<file path="config.mk">
export PLATFORM = sky130hd
export DESIGN_NAME = pix_demux
export DESIGN_NICKNAME = d
export VERILOG_FILES = /design/src/rtl/pix_demux_pkg.sv /design/src/rtl/pix_capture.sv /design/src/rtl/pix_unpack.sv /design/src/rtl/pix_seq.sv /design/src/rtl/pix_demux.sv
export SDC_FILE = /design/constraint.sdc
export NUM_CORES = 1
export LEC_CHECK = 0
export ABC_AREA = 0
export BUFFER_PORTS_ARGS = -buffer_cell sky130_fd_sc_hd__buf_4
export CAP_MARGIN = 20
export CORE_ASPECT_RATIO = 1.75
export CORE_UTILIZATION = 61
export DETAILED_ROUTE_END_ITERATION = 7
export PLACE_DENSITY_LB_ADDON = 0.15
export SYNTH_ARGS = -nofsm -noshare
export SYNTH_HDL_FRONTEND = slang
export SYNTH_HIERARCHICAL = 1
export SYNTH_SLANG_ARGS = --single-unit
</file>
<file path="constraint.sdc">
create_clock -name clk_i -period 4.24 [get_ports clk_i]
set_clock_uncertainty 0.05 [all_clocks]
set_input_delay 0.212 -clock clk_i [delete_from_list [all_inputs] [get_ports clk_i]]
set_output_delay 0.212 -clock clk_i [all_outputs]
set_load 0.005 [all_outputs]
</file>
<file path="src/rtl/pix_demux_pkg.sv">
package pix_demux_pkg;
  localparam int DATA_W = 16;
  localparam int COMP_W = 8;
  localparam int MAX_GRP = 4;

  localparam logic [3:0] FMT_RGB565  = 4'd0;
  localparam logic [3:0] FMT_RGB555  = 4'd1;
  localparam logic [3:0] FMT_B2_555  = 4'd2;
  localparam logic [3:0] FMT_YC16    = 4'd3;
  localparam logic [3:0] FMT_B2_565  = 4'd4;
  localparam logic [3:0] FMT_W12X2   = 4'd5;
  localparam logic [3:0] FMT_B3_888  = 4'd6;
  localparam logic [3:0] FMT_W16X2   = 4'd8;
  localparam logic [3:0] FMT_YC8     = 4'd9;

  // words per group; 0 marks a reserved code
  function automatic logic [2:0] grp_size(input logic [3:0] f);
    case (f)
      FMT_RGB565, FMT_RGB555:                      grp_size = 3'd1;
      FMT_YC16, FMT_B2_555, FMT_B2_565,
      FMT_W12X2, FMT_W16X2:                        grp_size = 3'd2;
      FMT_B3_888:                                  grp_size = 3'd3;
      FMT_YC8:                                     grp_size = 3'd4;
      default:                                     grp_size = 3'd0;
    endcase
  endfunction

  function automatic logic dual_ok(input logic [3:0] f);
    dual_ok = (f == FMT_B2_555) || (f == FMT_B2_565) || (f == FMT_W12X2) ||
              (f == FMT_W16X2)  || (f == FMT_YC8);
  endfunction

  function automatic logic is_ycc(input logic [3:0] f);
    is_ycc = (f == FMT_YC16) || (f == FMT_YC8);
  endfunction

  function automatic logic [COMP_W-1:0] widen5(input logic [4:0] v);
    widen5 = {v, v[4:2]};
  endfunction

  function automatic logic [COMP_W-1:0] widen6(input logic [5:0] v);
    widen6 = {v, v[5:4]};
  endfunction
endpackage

</file>
<file path="src/rtl/pix_capture.sv">
module pix_capture
  import pix_demux_pkg::*;
(
  input  logic              clk_i,
  input  logic              rst_ni,
  input  logic [DATA_W-1:0] data_i,
  output logic [DATA_W-1:0] fall_q_o
);
  // falling-edge half of dual-edge capture
  always_ff @(negedge clk_i or negedge rst_ni) begin
    if (!rst_ni) fall_q_o <= '0;
    else         fall_q_o <= data_i;
  end
endmodule

</file>
<file path="src/rtl/pix_unpack.sv">
module pix_unpack
  import pix_demux_pkg::*;
(
  input  logic [3:0]        fmt_i,
  input  logic [DATA_W-1:0] s0_i,
  input  logic [DATA_W-1:0] s1_i,
  input  logic [DATA_W-1:0] s2_i,
  input  logic [DATA_W-1:0] s3_i,
  output logic [COMP_W-1:0] p0_o,
  output logic [COMP_W-1:0] p1_o,
  output logic [COMP_W-1:0] p2_o,
  output logic [COMP_W-1:0] y1_o
);
  logic [DATA_W-1:0] bw;

  always_comb begin
    bw   = {s1_i[7:0], s0_i[7:0]};
    p0_o = '0;
    p1_o = '0;
    p2_o = '0;
    y1_o = '0;
    case (fmt_i)
      FMT_RGB565: begin
        p0_o = widen5(s0_i[15:11]); p1_o = widen6(s0_i[10:5]); p2_o = widen5(s0_i[4:0]);
      end
      FMT_RGB555: begin
        p0_o = widen5(s0_i[14:10]); p1_o = widen5(s0_i[9:5]); p2_o = widen5(s0_i[4:0]);
      end
      FMT_B2_565: begin
        p0_o = widen5(bw[15:11]); p1_o = widen6(bw[10:5]); p2_o = widen5(bw[4:0]);
      end
      FMT_B2_555: begin
        p0_o = widen5(bw[14:10]); p1_o = widen5(bw[9:5]); p2_o = widen5(bw[4:0]);
      end
      FMT_YC16: begin
        p0_o = s0_i[15:8]; p1_o = s0_i[7:0]; p2_o = s1_i[7:0]; y1_o = s1_i[15:8];
      end
      FMT_W12X2: begin
        p0_o = s1_i[11:4]; p1_o = {s1_i[3:0], s0_i[11:8]}; p2_o = s0_i[7:0];
      end
      FMT_B3_888: begin
        p0_o = s2_i[7:0]; p1_o = s1_i[7:0]; p2_o = s0_i[7:0];
      end
      FMT_W16X2: begin
        p0_o = s1_i[7:0]; p1_o = s0_i[15:8]; p2_o = s0_i[7:0];
      end
      FMT_YC8: begin
        p1_o = s0_i[7:0]; p0_o = s1_i[7:0]; p2_o = s2_i[7:0]; y1_o = s3_i[7:0];
      end
      default: ;
    endcase
  end
endmodule

</file>
<file path="src/rtl/pix_seq.sv">
module pix_seq
  import pix_demux_pkg::*;
(
  input  logic              clk_i,
  input  logic              rst_ni,
  input  logic [3:0]        fmt_i,
  input  logic              dual_i,
  input  logic              vld_i,
  input  logic              sol_i,
  input  logic [DATA_W-1:0] w_fall_i,
  input  logic [DATA_W-1:0] w_rise_i,
  output logic              vld_o,
  output logic              ycc_o,
  output logic [COMP_W-1:0] c0_o,
  output logic [COMP_W-1:0] c1_o,
  output logic [COMP_W-1:0] c2_o,
  output logic              err_o
);
  localparam int PH_W = $clog2(MAX_GRP);

  logic [PH_W-1:0]   ph_q, ph_eff;
  logic [2:0]        g, cnt, sum;
  logic              err, two, done, take;
  logic [DATA_W-1:0] w0;
  logic [DATA_W-1:0] hold_q [MAX_GRP];
  logic [DATA_W-1:0] slot   [MAX_GRP];
  logic [COMP_W-1:0] p0, p1, p2, y1;
  logic              pend_q;
  logic [COMP_W-1:0] pend_y_q;

  always_comb begin
    g      = grp_size(fmt_i);
    err    = (g == 3'd0);
    two    = dual_i && dual_ok(fmt_i);
    ph_eff = sol_i ? '0 : ph_q;
    cnt    = two ? 3'd2 : 3'd1;
    sum    = {1'b0, ph_eff} + cnt;
    take   = vld_i && !err;
    done   = take && (sum >= g);
    w0     = two ? w_fall_i : w_rise_i;
    for (int i = 0; i < MAX_GRP; i++) begin
      if (i < int'(ph_eff))       slot[i] = hold_q[i];
      else if (i == int'(ph_eff)) slot[i] = w0;
      else                        slot[i] = w_rise_i;
    end
  end

  always_ff @(posedge clk_i or negedge rst_ni) begin
    if (!rst_ni) begin
      for (int i = 0; i < MAX_GRP; i++) hold_q[i] <= '0;
      ph_q <= '0;
    end else if (take) begin
      for (int i = 0; i < MAX_GRP; i++) begin
        if (i == int'(ph_eff))                  hold_q[i] <= w0;
        else if (two && i == int'(ph_eff) + 1)  hold_q[i] <= w_rise_i;
      end
      ph_q <= done ? '0 : sum[PH_W-1:0];
    end
  end

  pix_unpack u_unpack (
    .fmt_i (fmt_i),
    .s0_i  (slot[0]),
    .s1_i  (slot[1]),
    .s2_i  (slot[2]),
    .s3_i  (slot[3]),
    .p0_o  (p0),
    .p1_o  (p1),
    .p2_o  (p2),
    .y1_o  (y1)
  );

  always_ff @(posedge clk_i or negedge rst_ni) begin
    if (!rst_ni) begin
      vld_o    <= 1'b0;
      ycc_o    <= 1'b0;
      c0_o     <= '0;
      c1_o     <= '0;
      c2_o     <= '0;
      err_o    <= 1'b0;
      pend_q   <= 1'b0;
      pend_y_q <= '0;
    end else begin
      err_o <= err;
      if (done) begin
        vld_o    <= 1'b1;
        ycc_o    <= is_ycc(fmt_i);
        c0_o     <= p0;
        c1_o     <= p1;
        c2_o     <= p2;
        pend_q   <= is_ycc(fmt_i);
        pend_y_q <= y1;
      end else if (pend_q && !err) begin
        // second Y reuses the held chroma pair
        vld_o  <= 1'b1;
        c0_o   <= pend_y_q;
        pend_q <= 1'b0;
      end else begin
        vld_o  <= 1'b0;
        pend_q <= 1'b0;
      end
    end
  end


  fmt_err_quiet_chk: assert property (@(posedge clk_i) disable iff (!rst_ni)
    err_o |-> !vld_o);


  pend_follow_chk: assert property (@(posedge clk_i) disable iff (!rst_ni)
    pend_q |-> (vld_o && ycc_o));


  dual_rate_chk: assert property (@(posedge clk_i) disable iff (!rst_ni)
    (vld_i && two && g == 3'd2) |=> vld_o);


  sol_phase_chk: assert property (@(posedge clk_i) disable iff (!rst_ni)
    (vld_i && sol_i && !two && g > 3'd1) |=> (ph_q == PH_W'(1)));
endmodule

</file>
<file path="src/rtl/pix_demux.sv">
module pix_demux
  import pix_demux_pkg::*;
(
  input  logic              clk_i,
  input  logic              rst_ni,
  input  logic [3:0]        fmt_i,
  input  logic              dual_edge_i,
  input  logic              vld_i,
  input  logic              sol_i,
  input  logic [DATA_W-1:0] data_i,
  output logic              pix_vld_o,
  output logic              ycc_o,
  output logic [COMP_W-1:0] comp0_o,
  output logic [COMP_W-1:0] comp1_o,
  output logic [COMP_W-1:0] comp2_o,
  output logic              fmt_err_o
);
  logic [DATA_W-1:0] fall_q;

  pix_capture u_cap (
    .clk_i    (clk_i),
    .rst_ni   (rst_ni),
    .data_i   (data_i),
    .fall_q_o (fall_q)
  );

  pix_seq u_seq (
    .clk_i    (clk_i),
    .rst_ni   (rst_ni),
    .fmt_i    (fmt_i),
    .dual_i   (dual_edge_i),
    .vld_i    (vld_i),
    .sol_i    (sol_i),
    .w_fall_i (fall_q),
    .w_rise_i (data_i),
    .vld_o    (pix_vld_o),
    .ycc_o    (ycc_o),
    .c0_o     (comp0_o),
    .c1_o     (comp1_o),
    .c2_o     (comp2_o),
    .err_o    (fmt_err_o)
  );
endmodule

</file>
==> impl_metrics.ini, run 1 <==
[floorplan]
core_mm2 = 0.009468
ioPinCount = 52
initial_core_util_pct = 62.75
die_h_um = 132.6
dieArea_mm2 = 0.01015
die_w_um = 76.60
num_rows = 47

[detailed_routing]
drt_pass1_iterations = 7
detailedRoute.firstIterationViolations = 591
vias_per_cell = 6.698
wl_per_cell_um = 23.31
vias = 5318
drcViolationCount = 0
routed_wl_um = 18510
ant_nets = 0

[timing]
tightest_slew_ns = 1.114
finalSetupViolations = 0
max_slew_margin_pct = 25.39
postLayoutSetupSlackWorst_ns = 0.004350
report.final.slew_viol_count = 0
fin_setup_tns_ns = 0
hold_violations = 0

[global_routing]
grt_util_all_layers_pct = 37.86
overflow = 0
grt_pass1_wl_um = 28950
grt_pass1_vias = 5346
grt_max_degree = 59
antenna_found_initial = 0

[power]
p_int_mw = 2.332
p_switching_mw = 1.364
p_leak_nw = 3.036
clkPwrFrac_pct = 23.0
switching_share_pct = 36.90
seqPwrFrac_pct = 38.0
power_density_mw_per_mm2 = 550.2
ir_worst_vdd_uv = 334.2
combPwrFrac_pct = 39.0

[layout]
final_area_mm2 = 0.006716
fillCellCount = 697
drive_gt1_share_pct = 23.07
fin_cells = 794
fin_nets = 697
multiInputGateArea_mm2 = 0.003273
regArea_mm2 = 0.002352
antenna_cells = 0
final_core_util_pct = 70.94
syn_to_final_growth_pct = 13.06

[placed_design]
place_inst = 775
dp_slack_ns = 0.03928
place.detailed.hpwl_um = 13590
place_congestion = 0.9535
placed_cell_area_mm2 = 0.006329
io_buffers = 51

[clock_tree]
clock_sinks = 94
cts_setup_buffers = 0
ctsHtreeMaxLevel = 3
cts_tree = yes
numCtsBuffers = 9
ctsRootBufferMaster = clkbuf_16
clk_pin_slew_ns = 0.07
cts_buffer_depth = 2
clkLatencyLatePin_ns = 0.35

[critical_path]
critPathKind = reg2reg
end_kind = register
arrival_ns = 4.45
crit_required_ns = 4.45
r2r_cells = 7
critPathMaxFanout = 3
startpoint_type = register

[yosys]
yosysWarnings = 6
syn-instance-count = 633
synth_nets = 663
avgSynthCellArea_um2 = 9.385
netlist_area_mm2 = 0.005941

[worst_hold_path]
whs_path_depth = 3
min_path_type = in2reg

[run_status]
outcome = finished, final reports clean

[job]
max_cap_violations = 0
[sequential cells by signal, indices dropped and copies added (netlist names)]
name / count
u_seq/hold_q: 40
u_cap/fall_q_o: 16
u_seq/c0_o: 8
u_seq/c1_o: 8
u_seq/c2_o: 8
u_seq/pend_y_q: 8
u_seq/ph_q: 2
u_seq/err_o: 1
u_seq/pend_q: 1
u_seq/vld_o: 1
u_seq/ycc_o: 1
[final timing paths]
kind                                         start                  to  slack (ns)
worst max-delay path            u_cap/fall_q_o[15]       u_seq/c0_o[2]       0.004
worst min-delay path                    data_i[15]    u_seq/hold_q[47]        0.15
worst max register to register  u_cap/fall_q_o[15]       u_seq/c0_o[2]       0.004
worst min register to register    u_seq/hold_q[51]    u_seq/hold_q[51]        0.44
max in group asynchronous                   rst_ni  u_cap/fall_q_o[13]        1.20
min in group asynchronous                   rst_ni    u_seq/hold_q[57]        0.42
[power groups by stage]
stage                     Clock [mW]  Sequential, mW  Combinational (mW)
after detailed placement           0            1.41                1.39
after CTS                      0.864            1.40                1.40
after floorplan                    0            1.37               0.836
after global routing           0.896            1.44                1.55
final                          0.851            1.40                1.44
after global placement             0            1.39                1.35
[worst max-delay path: stages, from the launching register on]
cell	delay, ns
dfrtn_1	0.41
mux2i_1	0.08
a21oi_1	0.67
mux2i_1	0.18
o32a_1	0.35
o221ai_1	0.08
nor3_1	0.09
a21oi_1	0.12
[stage by stage]
| stage | hold slack, ns | power (mW) |
|---|---|---|
| 2_1_floorplan | -0.1336 | 2.209 |
| 3_3_place_gp | 0.2511 | 2.741 |
| 3_5_place_dp | 0.2531 | 2.803 |
| 4_1_cts | 0.1457 | 3.664 |
| 5_1_grt | 0.1785 | 3.888 |
| 6_report | 0.1504 | 3.695 |
[placed cells by master, fill, tap and decap left out, types with 9 or more instances in the layout]
cell / count
a21oi_1: 75
a22o_1: 12
a22oi_1: 28
buf_4: 73
clkbuf_16: 10
dfrtn_1: 16
dfrtp_1: 78
mux2_2: 36
mux2i_1: 54
nand2_1: 35
nand3_1: 12
nor2_1: 91
nor2b_1: 11
nor3_1: 9
o21ai_0: 22
[layer usage]
layer | GRT usage (%) | wire [um]
met5 | 0 | 0
met2 | 64.66 | 9356
met1 | 45.38 | 6862
met4 | 20.62 | 1067
met3 | 5.862 | 1222
[what timing repair did]
action	CTS	global route
pin swaps	0	1
hold endpoints to repair	41	0
setup endpoints to repair	1	6
hold buffers	1	0
gates resized for setup	1	6
[area by class of cell]
type / count / share of cell area [%]
sequential: 94 / 35.02
multi-input combinational: 479 / 48.73
timing repair buffer: 76 / 8.830
clock inverter: 5 / 0.9687
inverter: 7 / 0.3912
clock buffer: 11 / 3.782
tap: 122 / 2.273
(Power assumes the default switching activity.)
==> inputs of run 2 (changes only) <==
--- a/config.mk
+++ b/config.mk
@@ -11,8 +11,9 @@
 export CORE_ASPECT_RATIO = 1.75
 export CORE_UTILIZATION = 61
 export DETAILED_ROUTE_END_ITERATION = 7
-export PLACE_DENSITY_LB_ADDON = 0.15
+export PLACE_DENSITY = 0.81
 export SYNTH_ARGS = -nofsm -noshare
 export SYNTH_HDL_FRONTEND = slang
 export SYNTH_HIERARCHICAL = 1
 export SYNTH_SLANG_ARGS = --single-unit
+export TNS_END_PERCENT = 30
==> run 2 against run 1 <==
Compared with the run above: combinational power hardly changed; first-iteration DRC count is 13% lower; worst hold slack worse by 0.0037 ns; largest power group unchanged; sequential cell count stayed put; clock power is 7.3% higher; register-to-register slack better by 0.03 ns; critical path depth stayed put; utilization is 0.093 points lower; count of clock-buffer cells in the layout stayed put; critical endpoint is now u_seq/c0_o[0]; final area is 0.13% lower; total power is 1.6% higher.
==> impl_metrics.ini, run 2 (synthesis gave the netlist of run 1 again) <==
[timing]
hold_ws_ns = 0.1467
postLayoutSetupSlackWorst_ns = 0.03066
tightest_slew_ns = 1.127
hold_violations = 0
finalSetupViolations = 0
max_slew_margin_pct = 24.56
grt_setup_unrepaired = yes
report.final.slew_viol_count = 0

[layout]
largest_register_ffs = 40
antenna_cells = 0
regMostFlops = u_seq/hold_q
mostFrequentLayoutCell = nor2_1
syn_to_final_growth_pct = 12.91
final_area_mm2 = 0.006708
top_regs = u_seq/hold_q: 40 flops, u_cap/fall_q_o: 16 flops
layout_common_cells = 91 x nor2_1, 78 x dfrtp_1, 75 x a21oi_1
fin_cells = 794
fin_nets = 697
drive_gt1_share_pct = 22.92

[detailed_routing]
routed_wl_um = 18200
vias_per_cell = 6.662
ant_nets = 0
drt_pass1_iterations = 6
vias = 5290
drcViolationCount = 0
wl_per_cell_um = 22.92
detailedRoute.firstIterationViolations = 512

[critical_path]
r2r_cells = 7
path_buf_inv = 0
critPathMaxFanout = 5
path_cells = mux2i_2 > a21oi_2 > a22o_1 > a222oi_1 > nand2_1 > nor3_1 > a21oi_1
startpoint_type = register
regToRegStartpoint = u_cap/fall_q_o[4]
cp.depth = 7
reg2reg_slack_ns = 0.03
crit_required_ns = 4.41
crit_start = u_cap/fall_q_o[4]
slowest_delay_ns = 0.47
end_kind = register
critPathKind = reg2reg
arrival_ns = 4.38
crit_path_top_delay_cell = a222oi_1
path_delay_family = compound AO/OA/AOI/OAI gates

[global_routing]
grt_util_all_layers_pct = 36.79
grt_pass1_vias = 5115
antenna_found_initial = 0
overflow = 0
grt_max_degree = 60
grt_pass1_wl_um = 28320

[floorplan]
die_h_um = 132.6
dieArea_mm2 = 0.01015
num_rows = 47
ioPinCount = 52
initial_core_util_pct = 62.75
die_w_um = 76.60
core_mm2 = 0.009468

[power]
power_density_mw_per_mm2 = 559.9
ir_worst_vdd_uv = 335.4
finalPower_mw = 3.756
p_leak_nw = 3.047

[placed_design]
place_inst = 775
place_congestion = 0.9835
placed_cell_area_mm2 = 0.006316
dp_slack_ns = -0.04045
place.detailed.hpwl_um = 13200
io_buffers = 51

[job]
max_cap_violations = 0

[clock_tree]
cts_buffer_depth = 2
ctsRootBufferMaster = clkbuf_16
numCtsBuffers = 9
clkLatencyLatePin_ns = 0.35
clock_sinks = 94
ctsHtreeMaxLevel = 3
cts_tree = yes
clk_pin_slew_ns = 0.07
cts_setup_buffers = 0

[worst_hold_path]
hp-start = data_i[11]
whs_path_depth = 3
min_path_type = in2reg

[run_status]
outcome = finished, final reports clean
[run 2: what timing repair did]
action                                  4_1_cts  5_1_grt
hold buffers                                  1        0
endpoints found under the setup margin        1        3
gates resized for setup                       1        4
hold endpoints to repair                     42        0
pin swaps                                     0        1
[run 2: worst min-delay path: cells and delay by family]
family | cells | cell delay, ns
AOI/OAI and AO/OA | 1 | 0.12
buffers and inverters | 1 | 0.09
muxes | 1 | 0.07
[run 2: layer usage]
layer / part of all wire [%] / up-vias / track usage (%)
li1: - / 2373 / -
met1: 38 / 2572 / 45.12
met2: 50 / 275 / 61.71
met3: 6.9 / 70 / 6.483
met4: 4.6 / 0 / 18.70
met5: 0 / - / 0
[run 2: power breakdown]
group / switching, mW / total (mW) / internal, mW / leakage (nW)
combinational: 0.814 / 1.44 / 0.624 / 1.74
clock: 0.355 / 0.913 / 0.558 / 0.166
sequential: 0.191 / 1.40 / 1.21 / 1.14
[run 2: path summary, 6_finish.rpt]
check	endpoint
setup / recovery	u_seq/c0_o[0]
hold / removal	u_seq/hold_q[43]
setup reg to reg	u_seq/c0_o[0]
hold reg to reg	u_seq/hold_q[57]
max in group asynchronous	u_cap/fall_q_o[3]
min in group asynchronous	u_seq/hold_q[60]
[run 2: per-stage QoR]
stage          TNS [ns]  utilization, %
2_1_floorplan         0               -
5_1_grt        -0.03317           70.85
4_1_cts               0           70.45
3_3_place_gp          0           66.71
3_5_place_dp   -0.04045           66.71
6_report              0           70.85
[run 2: area by class of cell]
class	instances	area [um^2]
flip-flops and latches	94	2352
fillers	729	2760
well taps	122	152.6
clock inverters	5	86.33
multi-input cells	479	3256
inverters	7	26.28
clock buffers	11	254.0
repair buffers	76	580.6
